### config.mk
export PLATFORM = sky130hd
export DESIGN_NAME = dbg_exc_policy
export DESIGN_NICKNAME = d
export VERILOG_FILES = /design/src/rtl/dbgx_pkg.sv /design/src/rtl/dbgx_route.sv /design/src/rtl/dbgx_gate.sv /design/src/rtl/dbgx_step.sv /design/src/rtl/dbg_exc_policy.sv
export SDC_FILE = /design/constraint.sdc
export NUM_CORES = 1
export LEC_CHECK = 0
export BUFFER_PORTS_ARGS = -buffer_cell sky130_fd_sc_hd__buf_2
export CORE_AREA = 2 2 39 41
export DETAILED_ROUTE_END_ITERATION = 12
export DIE_AREA = 0 0 41 43
export PLACE_DENSITY = 0.59
export SLEW_MARGIN = 20
export SYNTH_ARGS = -nofsm -noshare
export SYNTH_HDL_FRONTEND = slang
export SYNTH_SLANG_ARGS = --single-unit
### constraint.sdc
create_clock -name vclk -period 2.4
set_clock_uncertainty 0.2 [all_clocks]
set_input_delay 0.36 -clock vclk [all_inputs]
set_output_delay 0.36 -clock vclk [all_outputs]
set_load 0.02 [all_outputs]
### src/rtl/dbgx_pkg.sv
package dbgx_pkg;

    localparam int NUM_LVL = 4;
    localparam int LVL_W   = $clog2(NUM_LVL);
    localparam int SPD_W   = 2;

    typedef enum logic [LVL_W-1:0] {
        LVL_USR = 2'd0,
        LVL_KRN = 2'd1,
        LVL_HYP = 2'd2,
        LVL_MON = 2'd3
    } lvl_e;

    typedef enum logic [SPD_W-1:0] {
        SPD_DFLT = 2'b00,
        SPD_RSVD = 2'b01,
        SPD_OFF  = 2'b10,
        SPD_ON   = 2'b11
    } spd_e;

    // Routing controls gathered for the target selector
    typedef struct packed {
        logic hyp_on;
        logic trap_ge;
        logic trap_dbg;
        logic mon_on;
        logic mon_is64;
        logic secure;
    } route_ctl_t;

    // Controls consumed by the enable gate
    typedef struct packed {
        logic secure;
        logic sec_dis;
        spd_e spd;
        logic kdbg_en;
        logic mask;
        logic os_lock;
        logic dbl_lock;
        logic suser_en;
    } gate_ctl_t;

    // Secondary results derived from the target and enable
    typedef struct packed {
        logic sstep;
        logic same_lvl;
        lvl_e brk;
    } step_out_t;

    function automatic lvl_e lvl_max(input lvl_e a, input lvl_e b);
        return (a > b) ? a : b;
    endfunction

endpackage

### src/rtl/dbgx_route.sv
module dbgx_route
    import dbgx_pkg::*;
(
    input  route_ctl_t ctl,
    output lvl_e       tgt
);
    logic hyp_claims;
    logic mon_claims;

    always_comb begin
        hyp_claims = ctl.hyp_on && (ctl.trap_ge || ctl.trap_dbg);
        mon_claims = ctl.mon_on && !ctl.mon_is64 && ctl.secure;
        if (hyp_claims)
            tgt = LVL_HYP;
        else if (mon_claims)
            tgt = LVL_MON;
        else
            tgt = LVL_KRN;
    end
endmodule

### src/rtl/dbgx_gate.sv
module dbgx_gate
    import dbgx_pkg::*;
(
    input  lvl_e             cur,
    input  lvl_e             tgt,
    input  logic [NUM_LVL-1:0] lvl_is64,
    input  gate_ctl_t        ctl,
    output logic             en
);
    logic [LVL_W-1:0] cur_idx;
    logic use64;
    logic en64;
    logic en32;
    logic locked;

    always_comb begin
        cur_idx = cur;
        // Level 0 follows the 64-bit rules when its kernel runs 64-bit
        use64 = lvl_is64[cur_idx] || ((cur == LVL_USR) && lvl_is64[1]);

        if (ctl.secure && (cur != LVL_MON) && ctl.sec_dis)
            en64 = 1'b0;
        else if (tgt == cur)
            en64 = ctl.kdbg_en && !ctl.mask;
        else
            en64 = (tgt > cur);

        if (ctl.secure) begin
            if ((cur == LVL_USR) && ctl.suser_en)
                en32 = 1'b1;
            else
                en32 = (ctl.spd != SPD_OFF);
        end else begin
            en32 = (cur != LVL_HYP);
        end

        locked = ctl.os_lock || ctl.dbl_lock;
        en = !locked && (use64 ? en64 : en32);
    end
endmodule

### src/rtl/dbgx_step.sv
module dbgx_step
    import dbgx_pkg::*;
(
    input  lvl_e               cur,
    input  lvl_e               tgt,
    input  logic [NUM_LVL-1:0] lvl_is64,
    input  logic               sstep_en,
    input  logic               en,
    output step_out_t          res
);
    logic [LVL_W-1:0] tgt_idx;

    always_comb begin
        tgt_idx      = tgt;
        res.sstep    = sstep_en && lvl_is64[tgt_idx] && en;
        res.same_lvl = (tgt == cur);
        res.brk      = lvl_max(tgt, cur);
    end
endmodule

### src/rtl/dbg_exc_policy.sv
module dbg_exc_policy
    import dbgx_pkg::*;
(
    input  logic [1:0] cur_lvl,
    input  logic       secure,
    input  logic [3:0] lvl_is64,
    input  logic       hyp_on,
    input  logic       hyp_trap_ge,
    input  logic       hyp_trap_dbg,
    input  logic       mon_on,
    input  logic       mon_sec_dis,
    input  logic [1:0] mon_spd,
    input  logic       kdbg_en,
    input  logic       dbg_mask,
    input  logic       sstep_en,
    input  logic       os_lock,
    input  logic       dbl_lock,
    input  logic       suser_dbg_en,
    output logic [1:0] tgt_lvl,
    output logic       dbg_en,
    output logic       sstep_active,
    output logic       syn_same_lvl,
    output logic [1:0] brk_lvl
);
    route_ctl_t rctl;
    gate_ctl_t  gctl;
    lvl_e       cur;
    lvl_e       tgt;
    logic       en;
    step_out_t  sres;

    always_comb begin
        cur           = lvl_e'(cur_lvl);
        rctl.hyp_on   = hyp_on;
        rctl.trap_ge  = hyp_trap_ge;
        rctl.trap_dbg = hyp_trap_dbg;
        rctl.mon_on   = mon_on;
        rctl.mon_is64 = lvl_is64[3];
        rctl.secure   = secure;

        gctl.secure   = secure;
        gctl.sec_dis  = mon_sec_dis;
        gctl.spd      = spd_e'(mon_spd);
        gctl.kdbg_en  = kdbg_en;
        gctl.mask     = dbg_mask;
        gctl.os_lock  = os_lock;
        gctl.dbl_lock = dbl_lock;
        gctl.suser_en = suser_dbg_en;
    end

    dbgx_route u_route (
        .ctl (rctl),
        .tgt (tgt)
    );

    dbgx_gate u_gate (
        .cur      (cur),
        .tgt      (tgt),
        .lvl_is64 (lvl_is64),
        .ctl      (gctl),
        .en       (en)
    );

    dbgx_step u_step (
        .cur      (cur),
        .tgt      (tgt),
        .lvl_is64 (lvl_is64),
        .sstep_en (sstep_en),
        .en       (en),
        .res      (sres)
    );

    assign tgt_lvl      = tgt;
    assign dbg_en       = en;
    assign sstep_active = sres.sstep;
    assign syn_same_lvl = sres.same_lvl;
    assign brk_lvl      = sres.brk;
endmodule

* Yosys cells after proc, flatten, opt, wreduce, memory -nomap -nowiden
Index checks and enable logic that the tools add are counted.
** Storage, ports and cells
- Register bits after elaboration :: 0
- Bits of input ports :: 20
- Output and inout port bits :: 7
- Logic and storage cells :: 37
** Cells by class
- $lt $le $gt $ge :: 3
- Equal/unequal tests :: 4
- Muxes and demuxes :: 12
- Reduce and logical (&&, ||, !) cells :: 18
** Operators with widths (count)
- $logic_and 1x1->1 :: 11
- $mux 1 :: 7
- $lt 2x3->1 const B :: 2
- $mux 2 :: 3
- $ne 2x2->1 const B :: 3
- $bmux 1 s2 :: 2
- $logic_not 1->1 :: 3
- $logic_or 1x1->1 :: 3
- $eq 2x2->1 :: 1
- $gt 2x2->1 :: 1
- $logic_not 2->1 :: 1

* Logic depth before layout (Yosys ltp)
Gate-level depths: netlist of run 1.
- Depth in word-level cells :: 11
- Gate-level depth with buffers :: 8
- Gate-level depth less buffers :: 8

* By module
A second synthesis of run 1 with hierarchy kept.
** Second synthesis, totals
- Cell total of the unflattened synthesis :: 43
- Area, all modules :: 289.0 sq um
** By module, submodules not included
- dbgx_gate :: times used 1, cells an instance 23, area each 151.4 sq um, sequential area each 0.0 sq um
- dbgx_step :: times used 1, cells an instance 17, area each 116.4 sq um, sequential area each 0.0 sq um
- dbgx_route :: times used 1, cells an instance 3, area each 21.3 sq um, sequential area each 0.0 sq um

* Worst setup path after synthesis of run 1
Ideal clock, no wire load.
- Path type :: input -> output
- Start :: input hyp_trap_dbg
- End :: output dbg_en
- Arrival :: 2641 ps
- Required time :: 1840 ps
- Slack :: -801 ps
- Stages :: 8
- Path buffers :: 0
- Cell sequence :: o21a_1 inv_1 nand2_1 ha_1 and2_1 a32o_1 or4_1 a21boi_1
** On the way
- Word-level cells in the longest chain between the ends :: 8
- Elaborated cells between the ends (all ways) :: 9
- Classes of those cells :: 1 x order compare; 1 x eq/ne; 4 x mux; 3 x reduce/logical
** RTL lines
- start: declaration :: line dbg_exc_policy.sv:9 : input logic hyp_trap_dbg,
- $logic_or 1x1->1 :: line dbgx_route.sv:11 : hyp_claims = ctl.hyp_on && (ctl.trap_ge || ctl.trap_dbg);
- $logic_and 1x1->1 :: line dbgx_route.sv:11
- $mux 2 :: line dbgx_route.sv:13 : if (hyp_claims)
- net tgt_lvl[0] :: line dbg_exc_policy.sv:19 : output logic [1:0] tgt_lvl,
- $eq 2x2->1
- net syn_same_lvl :: line dbg_exc_policy.sv:22 : output logic syn_same_lvl,
- $mux 1 :: line dbgx_gate.sv:23 : else if (tgt == cur)
- $mux 1 :: line dbgx_gate.sv:21 : if (ctl.secure && (cur != LVL_MON) && ctl.sec_dis)
- $mux 1 :: line dbgx_gate.sv:38 : en = !locked && (use64 ? en64 : en32);
- $logic_and 1x1->1 :: line dbgx_gate.sv:38
- end: declaration :: line dbg_exc_policy.sv:20 : output logic dbg_en,
The timed path passes the listed nets, and every way through them passes these cells.

* Worst setup path in the final report of run 1
- Start :: input hyp_trap_dbg
- End :: output dbg_en
** On the way
- Word-level cells in the longest chain between the ends :: 8
- Elaborated cells between the ends (all ways) :: 9
- Classes of those cells :: 1 x order compare; 1 x eq/ne; 4 x mux; 3 x reduce/logical
** RTL lines (line)
- $logic_or 1x1->1 * :: dbgx_route.sv:11
- $logic_and 1x1->1 * :: dbgx_route.sv:11
- $mux 2 * :: dbgx_route.sv:13
- $gt 2x2->1 or $eq 2x2->1 (tied branches) :: dbgx_gate.sv:26, dbgx_gate.sv:23
- $mux 1 * :: dbgx_gate.sv:23
- $mux 1 * :: dbgx_gate.sv:21
- $mux 1 * :: dbgx_gate.sv:38
- $logic_and 1x1->1 * :: dbgx_gate.sv:38
Every way passes the cells marked *; elsewhere a longest branch is shown, timed or not.

==> results.py, run 1 <==
metrics = {
    "setup_path": {
        "crit_fanout": 3,
        "startpoint_type": "primary input",
        "arrival_ns": 2.08,
        "crit_path_end_kind": "output port",
        "cp_data_required_time_ns": 1.84,
        "critPathKind": "primary input to output port",
    },
    "synthesis": {
        "syn_avg_cell_area_um2": 6.26,
        "synth_cells": 37,
        "yosysWarnings": 0,
        "synth_nets": 60,
        "ys_seq_area_share_pct": 0,
        "synth_common_cells": "inv_1, nand2_1, a21oi_1, ha_1, nand2b_1",
        "synth_top_area_share_pct": 16.2,
        "synth_cell_types": 19,
        "yosysTopAreaCell": "ha_1",
        "yosys-top-cells-area": "ha_1, a21oi_1, inv_1",
        "netlist_area_um2": 231,
    },
    "sta": {
        "setup_tns_ns": -0.470,
        "layout_setup_ws_ns": -0.238,
        "tightest_slew_ns": 0.466,
        "finalHoldViolations": 0,
        "max-slew-margin-rel_pct": 68.9,
        "layout_min_cycle_time_ns": 2.64,
        "finalCritPeriodShare_pct": 110,
        "slew_viol_final": 0,
        "max_freq_ghz": 0.379,
        "rsz0062_at_grt": "true",
        "finalSetupViolCount": 2,
    },
    "floorplanning": {
        "dieArea_mm2": 0.00176,
        "row_count": 14,
        "core_area_mm2": 0.00138,
        "die_h_um": 43,
        "io_pins": 27,
        "die_x_um": 41,
        "start_util_pct": 16.7,
    },
    "cells_and_area": {
        "regArea_um2": 0,
        "finish.instance_area_um2": 559,
        "nNetsFinal": 99,
        "n_antenna_cell": 0,
        "n_fill_cell": 146,
        "nClkBuffers": 0,
        "drive_gt1_share_pct": 63.5,
        "n_sequential_cell": 0,
        "multi_input_area_um2": 280,
        "syn2layout_area_growth_pct": 142,
    },
    "pwr": {
        "p_sw_uw": 57.4,
        "peakVddDrop_mv": 0.0843,
        "intPower_uw": 70.2,
        "switching_share_pct": 45.0,
        "p_leak_nw": 0.287,
        "p_comb_share_pct": 100.0,
        "seqPwrFrac_pct": 0,
        "power.density_mw_per_mm2": 228,
        "clkPwrFrac_pct": 0,
        "power.total_uw": 128,
    },
    "grt": {
        "grtUsageTotal_pct": 9.59,
        "grt_max_degree": 7,
        "grt-ovfl-total": 0,
        "antenna_found_initial": 0,
        "grt_pass1_wl_um": 1270,
        "grt_pass1_vias": 347,
    },
    "route": {
        "num_vias": 387,
        "drc": 0,
        "drt_iter0_drc": 5,
        "routed_wl_um": 874,
        "antenna_left": 0,
        "first_pass_iters": 3,
        "wl_per_cell_um": 9.71,
        "avgViaCountPerCell": 4.30,
    },
    "placed_design": {
        "dp_hpwl_um": 793,
        "placed_cell_area_um2": 503,
        "gp_congestion": 0.744,
        "numPortBuffers": 27,
    },
    "run_status": {
        "violations": "setup timing",
        "status": "finished, violations left",
    },
    "worst_hold_path": {
        "worstHoldPathType": "primary input to output port",
    },
    "clocking": {
        "hold_buffers": 0,
    },
    "job": {
        "maxCapViolCount": 0,
    },
}
## cells in the final DEF (no fill, tap or decap), drive strengths merged, types with 2 or more instances in the layout
master,synthesis,final
a21oi,4,4
a211oi,2,2
nand2b,3,3
buf,0,37
a21boi,2,2
nand2,5,5
inv,5,5
nor2,2,2
ha,3,3
## what timing repair did
action / CTS / global route
endpoints found under the setup margin: 2 / 3
pin swaps: 0 / 2
gates resized for setup: 5 / 6
setup buffers: 0 / 1
## stage by stage
step / setup WS, ns / instances / util [%] / hold WS, ns
finish: -0.238 / 90 / 40.4 / 0.889
global route: -0.275 / 90 / 40.4 / 0.902
CTS: -0.274 / 89 / 37.7 / 0.891
detailed placement: -0.310 / 89 / 36.3 / 0.914
global placement: -0.295 / 89 / 36.3 / 0.905
floorplan: -0.231 / 37 / - / 0.694
## power groups by stage
stage          Clock (mW)  Combinational (mW)  Sequential (mW)
2_1_floorplan           0              0.0636                0
3_3_place_gp            0               0.113                0
3_5_place_dp            0               0.114                0
4_1_cts                 0               0.118                0
5_1_grt                 0               0.139                0
6_report                0               0.128                0
## worst max-delay path: stages
cell and delay [ns]:
buf_6 0.09, o21a_4 0.22, inv_4 0.06, nand2_4 0.05, ha_4 0.21, and2_4 0.13, a32o_1 0.21, or4_4 0.46
a21boi_4 0.15, buf_6 0.13
## kinds of logic (layout without fill, tap and decap cells)
family | Yosys count | after routing | synth area share, %
AOI/OAI and AO/OA | 13 | 13 | 38.9
adders and majority gates | 3 | 3 | 16.2
buffers and inverters | 5 | 42 | 8.11
and+or+nand+nor | 16 | 16 | 36.8
## final timing paths
path / end / startpoint / cells past startpoint
worst max-delay path: dbg_en / hyp_trap_dbg / 10
worst min-delay path: dbg_en / os_lock / 4
## layout make-up
| type | instances | share of cell area, % |
|---|---|---|
| Timing Repair Buffer | 37 | 42.5 |
| Inverter | 5 | 3.80 |
| Tap cell | 16 | 3.58 |
| Multi-Input combinational cell | 32 | 50.1 |
## metal layers
metal	wire (um)	share of wire, %	vias to the layer above	track usage [%]
li1	-	-	208	-
met1	361	41	163	13.9
met2	412	47	16	15.9
met3	100	11	0	0.524
met4	0	0	0	0
met5	0	0	-	0
(Power assumes the default switching activity.)
==> run 2, diff against run 1 <==
Settings changed: PLACE_DENSITY 0.59 to 0.64, SETUP_SLACK_MARGIN set to 0.05, SKIP_LAST_GASP set to 1, SYNTH_HIERARCHICAL set to 1.
==> results.py, run 2 <==
metrics = {
    "run_status": {
        "status": "finished, violations left",
        "violations": "setup timing",
    },
    "route": {
        "wl_per_cell_um": 10.5,
        "drt_iter0_drc": 3,
        "antenna_left": 0,
        "drc": 0,
        "routed_wl_um": 1010,
        "num_vias": 425,
        "avgViaCountPerCell": 4.43,
        "first_pass_iters": 4,
    },
    "synthesis": {
        "synth_cells": 43,
        "synth_common_cells": "inv_1, ha_1, nand2_1, a21oi_1",
        "synth_top_area_share_pct": 21.6,
        "synth_nets": 68,
        "syn_avg_cell_area_um2": 6.72,
        "ys_seq_area_share_pct": 0,
        "netlist_area_um2": 289,
        "yosys-top-cells-area": "ha_1, inv_1, a21oi_1",
        "yosysTopAreaCell": "ha_1",
        "yosysMostFrequentCell": "inv_1",
        "synth_cell_types": 18,
        "yosysWarnings": 6,
    },
    "cells_and_area": {
        "n_antenna_cell": 0,
        "final_cell_mix": "buf_2, buf_4, inv_1, buf_6, nand2_1",
        "final_common_cell": "buf_2",
        "regArea_um2": 0,
        "n_sequential_cell": 0,
        "syn2layout_area_growth_pct": 130,
        "n_fill_cell": 142,
        "nClkBuffers": 0,
        "fin_util_pct": 48.0,
        "nNetsFinal": 107,
        "finish.instance_area_um2": 664,
        "drive_gt1_share_pct": 66.3,
        "multi_input_area_um2": 355,
    },
    "floorplanning": {
        "io_pins": 27,
        "core_area_mm2": 0.00138,
        "die_h_um": 43,
        "die_x_um": 41,
        "dieArea_mm2": 0.00176,
        "row_count": 14,
        "start_util_pct": 20.9,
    },
    "setup_path": {
        "crit_fanout": 3,
        "cp-endpoint": "sstep_active",
        "arrival_ns": 2.08,
        "crit_path_end_kind": "output port",
        "critPathKind": "primary input to output port",
        "startpoint_type": "primary input",
        "cp_data_required_time_ns": 1.84,
        "startpoint": "hyp_trap_dbg",
    },
    "placed_design": {
        "dp_hpwl_um": 757,
        "numPortBuffers": 27,
        "gp_congestion": 0.722,
        "place_ws_ns": -0.332,
        "placed_cell_area_um2": 541,
    },
    "sta": {
        "rsz0062_at_grt": "true",
        "finalCritPeriodShare_pct": 110,
        "tightest_slew_ns": 0.441,
        "layout_min_cycle_time_ns": 2.64,
        "max-slew-margin-rel_pct": 70.4,
        "setup_tns_ns": -0.282,
        "layout_setup_ws_ns": -0.237,
        "finalHoldViolations": 0,
        "slew_viol_final": 0,
        "max_freq_ghz": 0.379,
        "finalSetupViolCount": 2,
    },
    "grt": {
        "grt_pass1_vias": 374,
        "grtUsageTotal_pct": 10.7,
        "grt_pass1_wl_um": 1410,
        "antenna_found_initial": 0,
        "grt_max_degree": 8,
        "grt-ovfl-total": 0,
    },
    "worst_hold_path": {
        "worstHoldPathType": "primary input to output port",
        "min_path_cells": 4,
    },
    "job": {
        "maxCapViolCount": 0,
    },
    "pwr": {
        "p_leak_nw": 0.345,
        "peakVddDrop_mv": 0.114,
        "power.total_uw": 155,
        "power.density_mw_per_mm2": 233,
    },
}
run 2: power by group:
group / leakage (nW) / switching [mW] / total (mW) / internal, mW
Clock: 0 / 0 / 0 / 0
Combinational: 0.345 / 0.0753 / 0.155 / 0.0797
Sequential: 0 / 0 / 0 / 0
run 2: worst min path at each step:
stage              endpoint  startpoint
2_1_floorplan        dbg_en    dbl_lock
3_3_place_gp   sstep_active    sstep_en
3_5_place_dp   sstep_active    sstep_en
4_1_cts        sstep_active    sstep_en
5_1_grt        sstep_active    sstep_en
6_report       sstep_active    sstep_en
run 2: logic make-up after synthesis:
family / Yosys count / share of synthesized area, %
adder cells (fa/ha/maj): 5 / 21.6
AND/OR/NAND/NOR: 10 / 18.6
AO/OA/AOI/OAI: 15 / 38.5
buffers and inverters: 11 / 14.3
multiplexers: 2 / 6.93
run 2: cell type report:
type                       count  share of cell area, %
inverter                      11                   6.59
multi-input combinational     32                   53.5
tap                           16                   3.01
timing repair buffer          37                   36.9
run 2: metrics by stage:
step / hold WS (ns) / std cells
after floorplan: 0.559 / 43
after global placement: 0.892 / 94
after detailed placement: 0.891 / 94
after CTS: 0.891 / 94
after global routing: 0.904 / 96
final: 0.892 / 96
run 2: what timing repair did:
item | 4_1_cts | 5_1_grt
hold buffers | 0 | 0
buffers inserted | 1 | 2
endpoints found under the setup margin | 2 | 3
hold endpoints to repair | 0 | 0
pin swaps | 1 | 5
resized for setup | 7 | 13
run 2: worst max-delay path, cell delays in order:
cell and delay, ns:
buf_6 0.09, o21ai_4 0.19, inv_2 0.07, ha_4 0.26
nand2b_4 0.11, a21oi_2 0.05, o311a_1 0.31, nor4_4 0.17
nand2_1 0.13, a211oi_4 0.16, buf_4 0.17
run 2: routing by layer:
metal | vias to the layer above | global-route usage, % | routed length, um
met5 | - | 0 | 0
met4 | 0 | 0 | 0
met3 | 0 | 0 | 49
met2 | 13 | 19.7 | 554
met1 | 188 | 13.9 | 401
li1 | 224 | - | -
